$ cat config.mk
export PLATFORM = sky130hd
export DESIGN_NAME = pla_engine
export DESIGN_NICKNAME = d
export VERILOG_FILES = /design/src/rtl/pla_pkg.sv /design/src/rtl/pla_ctrl.sv /design/src/rtl/pla_array.sv /design/src/rtl/pla_engine.sv
export SDC_FILE = /design/constraint.sdc
export NUM_CORES = 1
export LEC_CHECK = 0
export ABC_AREA = 1
export BUFFER_PORTS_ARGS = -buffer_cell sky130_fd_sc_hd__buf_2
export CAP_MARGIN = 40
export CORE_ASPECT_RATIO = 1.5
export CORE_MARGIN = 3
export CORE_UTILIZATION = 45
export CTS_BUF_LIST = sky130_fd_sc_hd__clkbuf_2
export DETAILED_ROUTE_END_ITERATION = 6
export PLACE_DENSITY_LB_ADDON = 0.15
export RECOVER_POWER = 25
export SYNTH_ARGS = -nofsm -noshare
export SYNTH_HDL_FRONTEND = slang
export SYNTH_SLANG_ARGS = --single-unit
$ cat constraint.sdc
create_clock -name clk -period 1.62 [get_ports clk]
set_input_delay 0.081 -clock clk [delete_from_list [all_inputs] [get_ports clk]]
set_output_delay 0.081 -clock clk [all_outputs]
set_load 0.005 [all_outputs]
$ cat src/rtl/pla_pkg.sv
package pla_pkg;
  typedef enum logic [1:0] {
    LIT_ABSENT = 2'b00,
    LIT_NEG    = 2'b01,
    LIT_POS    = 2'b10,
    LIT_KILL   = 2'b11
  } litCode_e;

  typedef struct packed {
    logic rowLoad;
    logic rowClear;
  } cfgStrobe_t;
endpackage

$ cat src/rtl/pla_ctrl.sv
module pla_ctrl import pla_pkg::*; #(
  parameter int P     = 12,
  parameter int ROW_W = 4
) (
  input  logic             clk,
  input  logic             rstN,
  input  logic             cfgWe,
  input  logic [ROW_W-1:0] cfgRow,
  output cfgStrobe_t       strobe,
  output logic [P-1:0]     rowSel
);
  localparam logic [ROW_W:0] ROWS = (ROW_W+1)'(P);

  logic inRange;
  assign inRange = ({1'b0, cfgRow} < ROWS);

  always_comb begin
    strobe.rowClear = !rstN;
    strobe.rowLoad  = rstN && cfgWe && inRange;
  end

  for (genvar t = 0; t < P; t++) begin : g_dec
    assign rowSel[t] = (cfgRow == ROW_W'(t));
  end

  AST_SEL_ONEHOT: assert property (@(posedge clk) disable iff (!rstN)
    $onehot0(rowSel)) else $error("row select not onehot");
endmodule

$ cat src/rtl/pla_array.sv
module pla_array import pla_pkg::*; #(
  parameter int NI       = 4,
  parameter int P        = 12,
  parameter int NO       = 4,
  parameter int PAL_MODE = 0
) (
  input  logic            clk,
  input  logic            rstN,
  input  cfgStrobe_t      strobe,
  input  logic [P-1:0]    rowSel,
  input  logic [2*NI-1:0] cfgAnd,
  input  logic [NO-1:0]   cfgOr,
  input  logic [NI-1:0]   dataIn,
  output logic [NO-1:0]   dataOut
);
  localparam int TPO = (P / NO > 0) ? P / NO : 1;

  logic [P-1:0][2*NI-1:0] andPlane;
  logic [P-1:0][NO-1:0]   orPlane;
  logic [P-1:0]           termVec;
  logic [NO-1:0][P-1:0]   colMask;

  always_ff @(posedge clk) begin
    for (int t = 0; t < P; t++) begin
      if (strobe.rowClear) begin
        andPlane[t] <= '1;
        orPlane[t]  <= '0;
      end else if (strobe.rowLoad && rowSel[t]) begin
        andPlane[t] <= cfgAnd;
        orPlane[t]  <= cfgOr;
      end
    end
  end

  function automatic logic termHit(input logic [2*NI-1:0] row, input logic [NI-1:0] in);
    logic hit;
    hit = 1'b1;
    for (int i = 0; i < NI; i++) begin
      case (litCode_e'(row[2*i +: 2]))
        LIT_POS:  hit = hit & in[i];
        LIT_NEG:  hit = hit & ~in[i];
        LIT_KILL: hit = 1'b0;
        default:  hit = hit;
      endcase
    end
    return hit;
  endfunction

  always_comb begin
    for (int t = 0; t < P; t++) termVec[t] = termHit(andPlane[t], dataIn);
  end

  for (genvar k = 0; k < NO; k++) begin : g_out
    for (genvar t = 0; t < P; t++) begin : g_term
      localparam logic OK = (PAL_MODE == 0) || ((t / TPO) == k);
      assign colMask[k][t] = orPlane[t][k] & OK;

      AST_ABSENT_ROW: assert property (@(posedge clk) disable iff (!rstN)
        (andPlane[t] == '0 && colMask[k][t]) |-> dataOut[k])
        else $error("all-absent row did not drive output");
    end
    assign dataOut[k] = |(termVec & colMask[k]);

    AST_EMPTY_OUT: assert property (@(posedge clk) disable iff (!rstN)
      (colMask[k] == '0) |-> !dataOut[k])
      else $error("unconnected output is high");
  end

  AST_CFG_HOLD: assert property (@(posedge clk) disable iff (!rstN)
    !strobe.rowLoad |=> ($stable(andPlane) && $stable(orPlane)))
    else $error("personality changed without a write");
endmodule

$ cat src/rtl/pla_engine.sv
module pla_engine import pla_pkg::*; #(
  parameter int NI       = 4,
  parameter int P        = 12,
  parameter int NO       = 4,
  parameter int PAL_MODE = 0,
  localparam int ROW_W   = (P > 1) ? $clog2(P) : 1
) (
  input  logic             clk,
  input  logic             rstN,
  input  logic             cfgWe,
  input  logic [ROW_W-1:0] cfgRow,
  input  logic [2*NI-1:0]  cfgAnd,
  input  logic [NO-1:0]    cfgOr,
  input  logic [NI-1:0]    dataIn,
  output logic [NO-1:0]    dataOut
);
  cfgStrobe_t   strobe;
  logic [P-1:0] rowSel;

  pla_ctrl #(.P(P), .ROW_W(ROW_W)) u_ctrl (
    .clk(clk), .rstN(rstN), .cfgWe(cfgWe), .cfgRow(cfgRow),
    .strobe(strobe), .rowSel(rowSel)
  );

  pla_array #(.NI(NI), .P(P), .NO(NO), .PAL_MODE(PAL_MODE)) u_array (
    .clk(clk), .rstN(rstN), .strobe(strobe), .rowSel(rowSel),
    .cfgAnd(cfgAnd), .cfgOr(cfgOr), .dataIn(dataIn), .dataOut(dataOut)
  );
endmodule

==> metrics.txt, run 1 <==
final net count=1197; setup skew after layout=0 ns; DRC errors left=0; Global Route met1 Usage=27.2%; clock tree from TritonCTS=yes; synth top area cells=dfxtp_1, ha_1, nand2_1; path class of the lowest-slack min-delay path=in -> reg; post-DR vias/cell=5.12; fraction of synthesis flops using an asynchronous set or reset pin=0%; area inside the core boundary=16300 um^2; clock transition time at the flip-flop clock pins of the worst setup and hold paths=0.19 ns; number of rows in the core area=57; post-route cell area=8810 um^2; area fraction of the dominant cell type after synthesis=38.1%; clock net sink count=144; crit-path max FO=4; crit share post-route=144%; max-slew violation count=0; reported leakage power=4.29 nW; grt met2 use=38.6%; final routed wire length divided by cell count=15.1 um; Skew-Pair Late Insertion Delay=0.70 ns; number of buffers between clock root and the deepest sink=2; Initial DRC Count=441; synthesized instance count=1057; CTS Root Buffer Type=clkbuf_2; leading post-synthesis cells by instance count=nand2_1, dfxtp_1, nor2_1; DRT Pass-1 Iters=7; reg-to-reg endpoint=u_array.colMask[3]; layer carrying the most global-route usage=met2; status=complete, but fails checks; overall power=5.81 mW; vertical die dimension=165 um; area leader, netlist=dfxtp_1; Critical R2R Launch=u_array.colMask[3]; quantity of I/O buffers inserted on ports=26; Critical path destination=dataOut[3]; number of cells on the worst hold path=7; layout-stage area growth over the synthesis result=16.4%; total power per unit cell area=660 nW/um^2; GRT Total Usage=21.9%; sequential fraction of the synthesis area=38.1%; gpl congestion=0.818; arrival time of the worst setup path=2.25 ns; met3 track demand over resource=3.96%; antenna violations before repair=1; pin count of the biggest net entering global routing=97; violated checks=setup timing; HPWL Detailed=12700 um; total I/O pin count=27; critical path class=reg -> out; remaining global-route overflow=0; prevailing post-synth register cell=dfxtp_1; Ys Warns=0; setup repair after global routing missed its margin=yes; worst hold slack across all endpoints=0.0302 ns; hold violation total from the final report=0; launch point of the worst path=u_array.andPlane[82]; first-pass GRT wire length=32100 um; f_max=429 MHz; count of filler cells inserted in the layout=1610; sum of routed wire length over all layers=19900 um; die width=112 um; Slew @ Worst Pin=1.01 ns; type of destination of the critical path=output pin; startpoint kind of the worst setup timing path=flip-flop; EDFF count, synth=0; final sum of negative setup slack=-8.22 ns; synthesized netlist net count=1152; Worst Slack Setup Final=-0.710 ns; number of cells in the finished layout apart from fillers=1319; worst-case headroom to the max-slew limit=32.4%; internal reg-to-reg setup slack=0.40 ns; Placement Cell Area=8050 um^2; starting density of the core=46.3%; Avg Inst Size Synth=7.16 um^2; final antenna-violating net count=0; synthesized area=7570 um^2; data required time of the critical path=1.54 ns; via total after detailed routing=6749; H-tree level count=4; DIE AREA=18400 um^2; count leader, synth=nand2_1; total placed cells including tap cells=1259; clock buffers created by TritonCTS=17; Synth cell types=18; fraction of final layout cells with drive strength greater than 1=19.2%; via count of the first global-routing pass=6437; worst IR drop on VDD=0.403 mV; # setup viols final=66; count of cells along the worst register-to-register path=3; MaxCap Viol Count=0; minimum clock period=2.33 ns; flop and latch count out of synthesis=144
[how the worst min path moves through the flow]
| stage | start | end | slack (ns) |
|---|---|---|---|
| after floorplan | cfgAnd[0] | u_array.andPlane[72] | 0.21 |
| after global placement | u_array.andPlane[88] | u_array.andPlane[88] | 0.44 |
| after detailed placement | u_array.andPlane[64] | u_array.andPlane[64] | 0.44 |
| after CTS | cfgRow[1] | u_array.andPlane[80] | 0.007 |
| after global routing | cfgRow[3] | u_array.andPlane[67] | 0.004 |
| final | cfgRow[3] | u_array.andPlane[64] | 0.03 |
[final cells by class]
class | count | area [um^2] | share of cell area (%)
repair buffers | 85 | 753 | 8.55
clock buffers | 18 | 90.1 | 1.02
clock inverters | 11 | 76.3 | 0.866
inverters | 143 | 544 | 6.18
diodes | 1 | 2.50 | 0.0284
well taps | 206 | 258 | 2.93
multi-input cells | 711 | 4160 | 47.2
flip-flops and latches | 144 | 2930 | 33.2
[placed cells by master (no fill, tap or decap), drive strengths merged]
cell          instances
a21oi                20
buf                  52
bufinv                1
clkbuf               24
clkinv                8
clkinvlp              2
dfxtp               144
diode                 1
dlygate4sd3          25
dlymetal6s4s          2
ha                   72
inv                 143
nand2               229
nand3                81
nor2                143
o211ai               77
o21ai                67
o21bai               21
or2                   1
[report_power, final]
part	total [mW]	leakage, nW	internal, mW	switching, mW
logic	0.468	3.04	0.153	0.315
clock network	1.74	0.104	0.493	1.25
registers	3.60	1.15	3.59	0.0175
[routing by layer]
metal | share of wire, % | vias up
li1 | - | 3473
met1 | 45 | 3111
met2 | 49 | 132
met3 | 3.9 | 33
met4 | 2.0 | 0
met5 | 0 | -
[per-stage QoR]
step           setup WS [ns]  utilization [%]
2_1_floorplan          0.343                -
5_1_grt               -0.894             53.9
3_5_place_dp        -0.00720             49.3
3_3_place_gp         -0.0227             49.3
4_1_cts               -0.767             52.7
6_report              -0.710             53.9
[worst max-delay path, cell delays in order (launching register included)]
cell and delay [ns]:
dfxtp_2 0.37, inv_1 0.05, ha_1 0.27, nand2_1 0.05, o21bai_1 0.15, nand2_1 0.13
inv_2 0.11, nand3_1 0.09, nand2_2 0.08, nor2_2 0.04, nand3_1 0.09, buf_2 0.12
[state kept, by name (all words and copies together), names as in the netlist]
signal            cells
u_array.andPlane     96
u_array.colMask      48
[logic make-up (layout without fill, tap and decap cells)]
| group | count (synthesis) | in the layout | share of synthesized area, % |
|---|---|---|---|
| buffers and inverters | 202 | 257 | 10.6 |
| and+or+nand+nor | 454 | 454 | 23.9 |
| other | 0 | 1 | 0 |
| DFF | 144 | 144 | 38.1 |
| adders and majority gates | 72 | 72 | 11.9 |
| AOI/OAI and AO/OA | 185 | 185 | 15.5 |
[repair_timing]
action / CTS / global route
endpoints found under the hold margin: 144 / 6
hold buffers: 28 / 2
gates resized for setup: 54 / 78
setup buffers: 1 / 2
setup endpoints to repair: 4 / 15
pin swaps: 16 / 36
gates cloned: 0 / 1
No activity file was read; power rests on OpenSTA's default activity.
==> run 2: changes to the inputs <==
- CORE_UTILIZATION: 45 -> 60
- clock period: 1.62 -> 2.9 ns (I/O delays scaled with it)
==> run 2 against run 1 <==
Effect of this change:
- the run now ends clean
- combinational power down 52%
- clock skew unchanged
- critical path depth unchanged
- clock-buffer cell count unchanged
- setup slack better by 1.1 ns
- hold slack better by 0.055 ns
- power down 40%
- cell area down 8.1%
- largest power group unchanged
- register-to-register slack better by 1.3 ns
==> metrics.txt, run 2 (synthesis gave the netlist of run 1 again) <==
crit-path max FO=4 (unchanged); total power per unit cell area=428 nW/um^2 (was 660 nW/um^2); DRT Pass-1 Iters=5 (was 7); setup repair after global routing missed its margin=no (was yes); type of destination of the critical path=output pin (unchanged); vertical die dimension=144 um (was 165 um); final antenna-violating net count=0 (unchanged); final routed wire length divided by cell count=14.6 um (was 15.1 um); # setup viols final=0 (was 66); layout-stage area growth over the synthesis result=7.04% (was 16.4%); fraction of final layout cells with drive strength greater than 1=6.92% (was 19.2%); clock buffers created by TritonCTS=17 (unchanged); crit share post-route=87.4%; total placed cells including tap cells=1191 (was 1259); remaining global-route overflow=0 (unchanged); DIE AREA=14000 um^2 (was 18400 um^2); CTS Root Buffer Type=clkbuf_2 (unchanged); die width=97.7 um (was 112 um); number of buffers between clock root and the deepest sink=2 (unchanged); worst IR drop on VDD=0.359 mV (was 0.403 mV); antenna violations before repair=2 (was 1); most common library cell in the layout ignoring fill and taps=nand2_1 (unchanged); hold violation total from the final report=0 (unchanged); path class of the lowest-slack min-delay path=in -> reg (unchanged); H-tree level count=4 (unchanged); GRT Total Usage=26.8% (was 21.9%); share of the core filled with cells=66.7% (was 53.9%); max-slew violation count=0 (unchanged); first-pass GRT wire length=30100 um (was 32100 um); number of cells in the finished layout apart from fillers=1238 (was 1319); total I/O pin count=27 (unchanged); gpl congestion=0.879 (was 0.818); DRC errors left=0 (unchanged); via total after detailed routing=6616 (was 6749); post-DR vias/cell=5.34 (was 5.12); clock transition time at the flip-flop clock pins of the worst setup and hold paths=0.23 ns (was 0.19 ns); startpoint kind of the worst setup timing path=flip-flop (unchanged); starting density of the core=62.3% (was 46.3%); area inside the core boundary=12100 um^2 (was 16300 um^2); quantity of I/O buffers inserted on ports=26 (unchanged); sum of routed wire length over all layers=18100 um (was 19900 um); minimum clock period=2.54 ns; clock net sink count=144 (unchanged); reported leakage power=4.20 nW (was 4.29 nW); arrival time of the worst setup path=2.39 ns (was 2.25 ns); number of flip-flops under the largest register name=96 (unchanged); Slew @ Worst Pin=0.961 ns (was 1.01 ns); f_max=394 MHz; HPWL Detailed=12100 um (was 12700 um); setup skew after layout=0 ns (unchanged); final net count=1166 (was 1197); via count of the first global-routing pass=6179 (was 6437); Post-Place Worst Slack=0.985 ns (was -0.00720 ns); Top reg by flops=u_array.andPlane (unchanged); Skew-Pair Late Insertion Delay=0.70 ns (about the same); status=finished clean (was complete, but fails checks); final sum of negative setup slack=0 ns (was -8.22 ns); MaxCap Viol Count=0 (unchanged); top library cells by usage in the layout, fill and taps aside=nand2_1, dfxtp_1, nor2_1 (was nand2_1, nor2_1, dfxtp_1); Worst Slack Setup Final=0.365 ns (was -0.710 ns); critical path class=reg -> out (unchanged); Initial DRC Count=437 (was 441); number of rows in the core area=49 (was 57); clock tree from TritonCTS=yes (unchanged); worst-case headroom to the max-slew limit=35.9% (was 32.4%); data required time of the critical path=2.76 ns (was 1.54 ns); pin count of the biggest net entering global routing=78 (was 97); overall power=3.47 mW (was 5.81 mW)
[run 2: layout make-up]
| class | instances | area (um^2) |
|---|---|---|
| fill | 1117 | 4040 |
| multi-input combinational | 711 | 3880 |
| sequential | 144 | 2880 |
| inverter | 143 | 537 |
| timing repair buffer | 54 | 352 |
| tap | 153 | 191 |
| clock inverter | 14 | 165 |
| clock buffer | 18 | 90.1 |
| antenna | 1 | 2.50 |
[run 2: final timing paths]
| path | from | to | slack (ns) | cells after the start |
|---|---|---|---|---|
| setup / recovery | u_array.andPlane[66] | dataOut[0] | 0.36 | 11 |
| hold / removal | cfgRow[3] | u_array.andPlane[88] | 0.09 | 6 |
| setup reg to reg | u_array.andPlane[91] | u_array.andPlane[91] | 1.71 | 3 |
| hold reg to reg | u_array.andPlane[88] | u_array.andPlane[88] | 0.48 | 2 |
[run 2: layer usage]
layer / up-vias / GRT usage (%) / routed length (um)
li1: 3416 / - / -
met1: 3031 / 33.7 / 8210
met2: 141 / 46.5 / 8830
met3: 26 / 5.20 / 754
met4: 2 / 8.39 / 318
met5: - / 0 / 13
[run 2: power by group]
| group | total, mW | internal (mW) | switching [mW] |
|---|---|---|---|
| clock network | 1.23 | 0.479 | 0.755 |
| logic | 0.224 | 0.0640 | 0.160 |
| registers | 2.01 | 2.00 | 0.00958 |
[run 2: worst max-delay path, cell delays in order (launching register included)]
cell      delay, ns
dfxtp_1        0.39
inv_1          0.06
ha_1           0.29
nand2_1        0.07
o21bai_1       0.07
nand2_1        0.09
inv_1          0.08
nand3_1        0.07
nand2_1        0.06
nor2_1         0.20
nand3_1        0.15
buf_2          0.16
[run 2: metrics by stage]
stage          hold slack (ns)  instance area [um^2]
2_1_floorplan            0.271                  7570
3_3_place_gp             0.440                  7730
3_5_place_dp             0.443                  7730
4_1_cts                 0.0496                  8130
5_1_grt                 0.0592                  8100
6_report                0.0854                  8100
[run 2: timing repair]
item / CTS / global route
hold endpoints to repair: 144 / 0
hold buffers: 14 / 0
gates resized for setup: 0 / 0
buffers inserted: 0 / 0
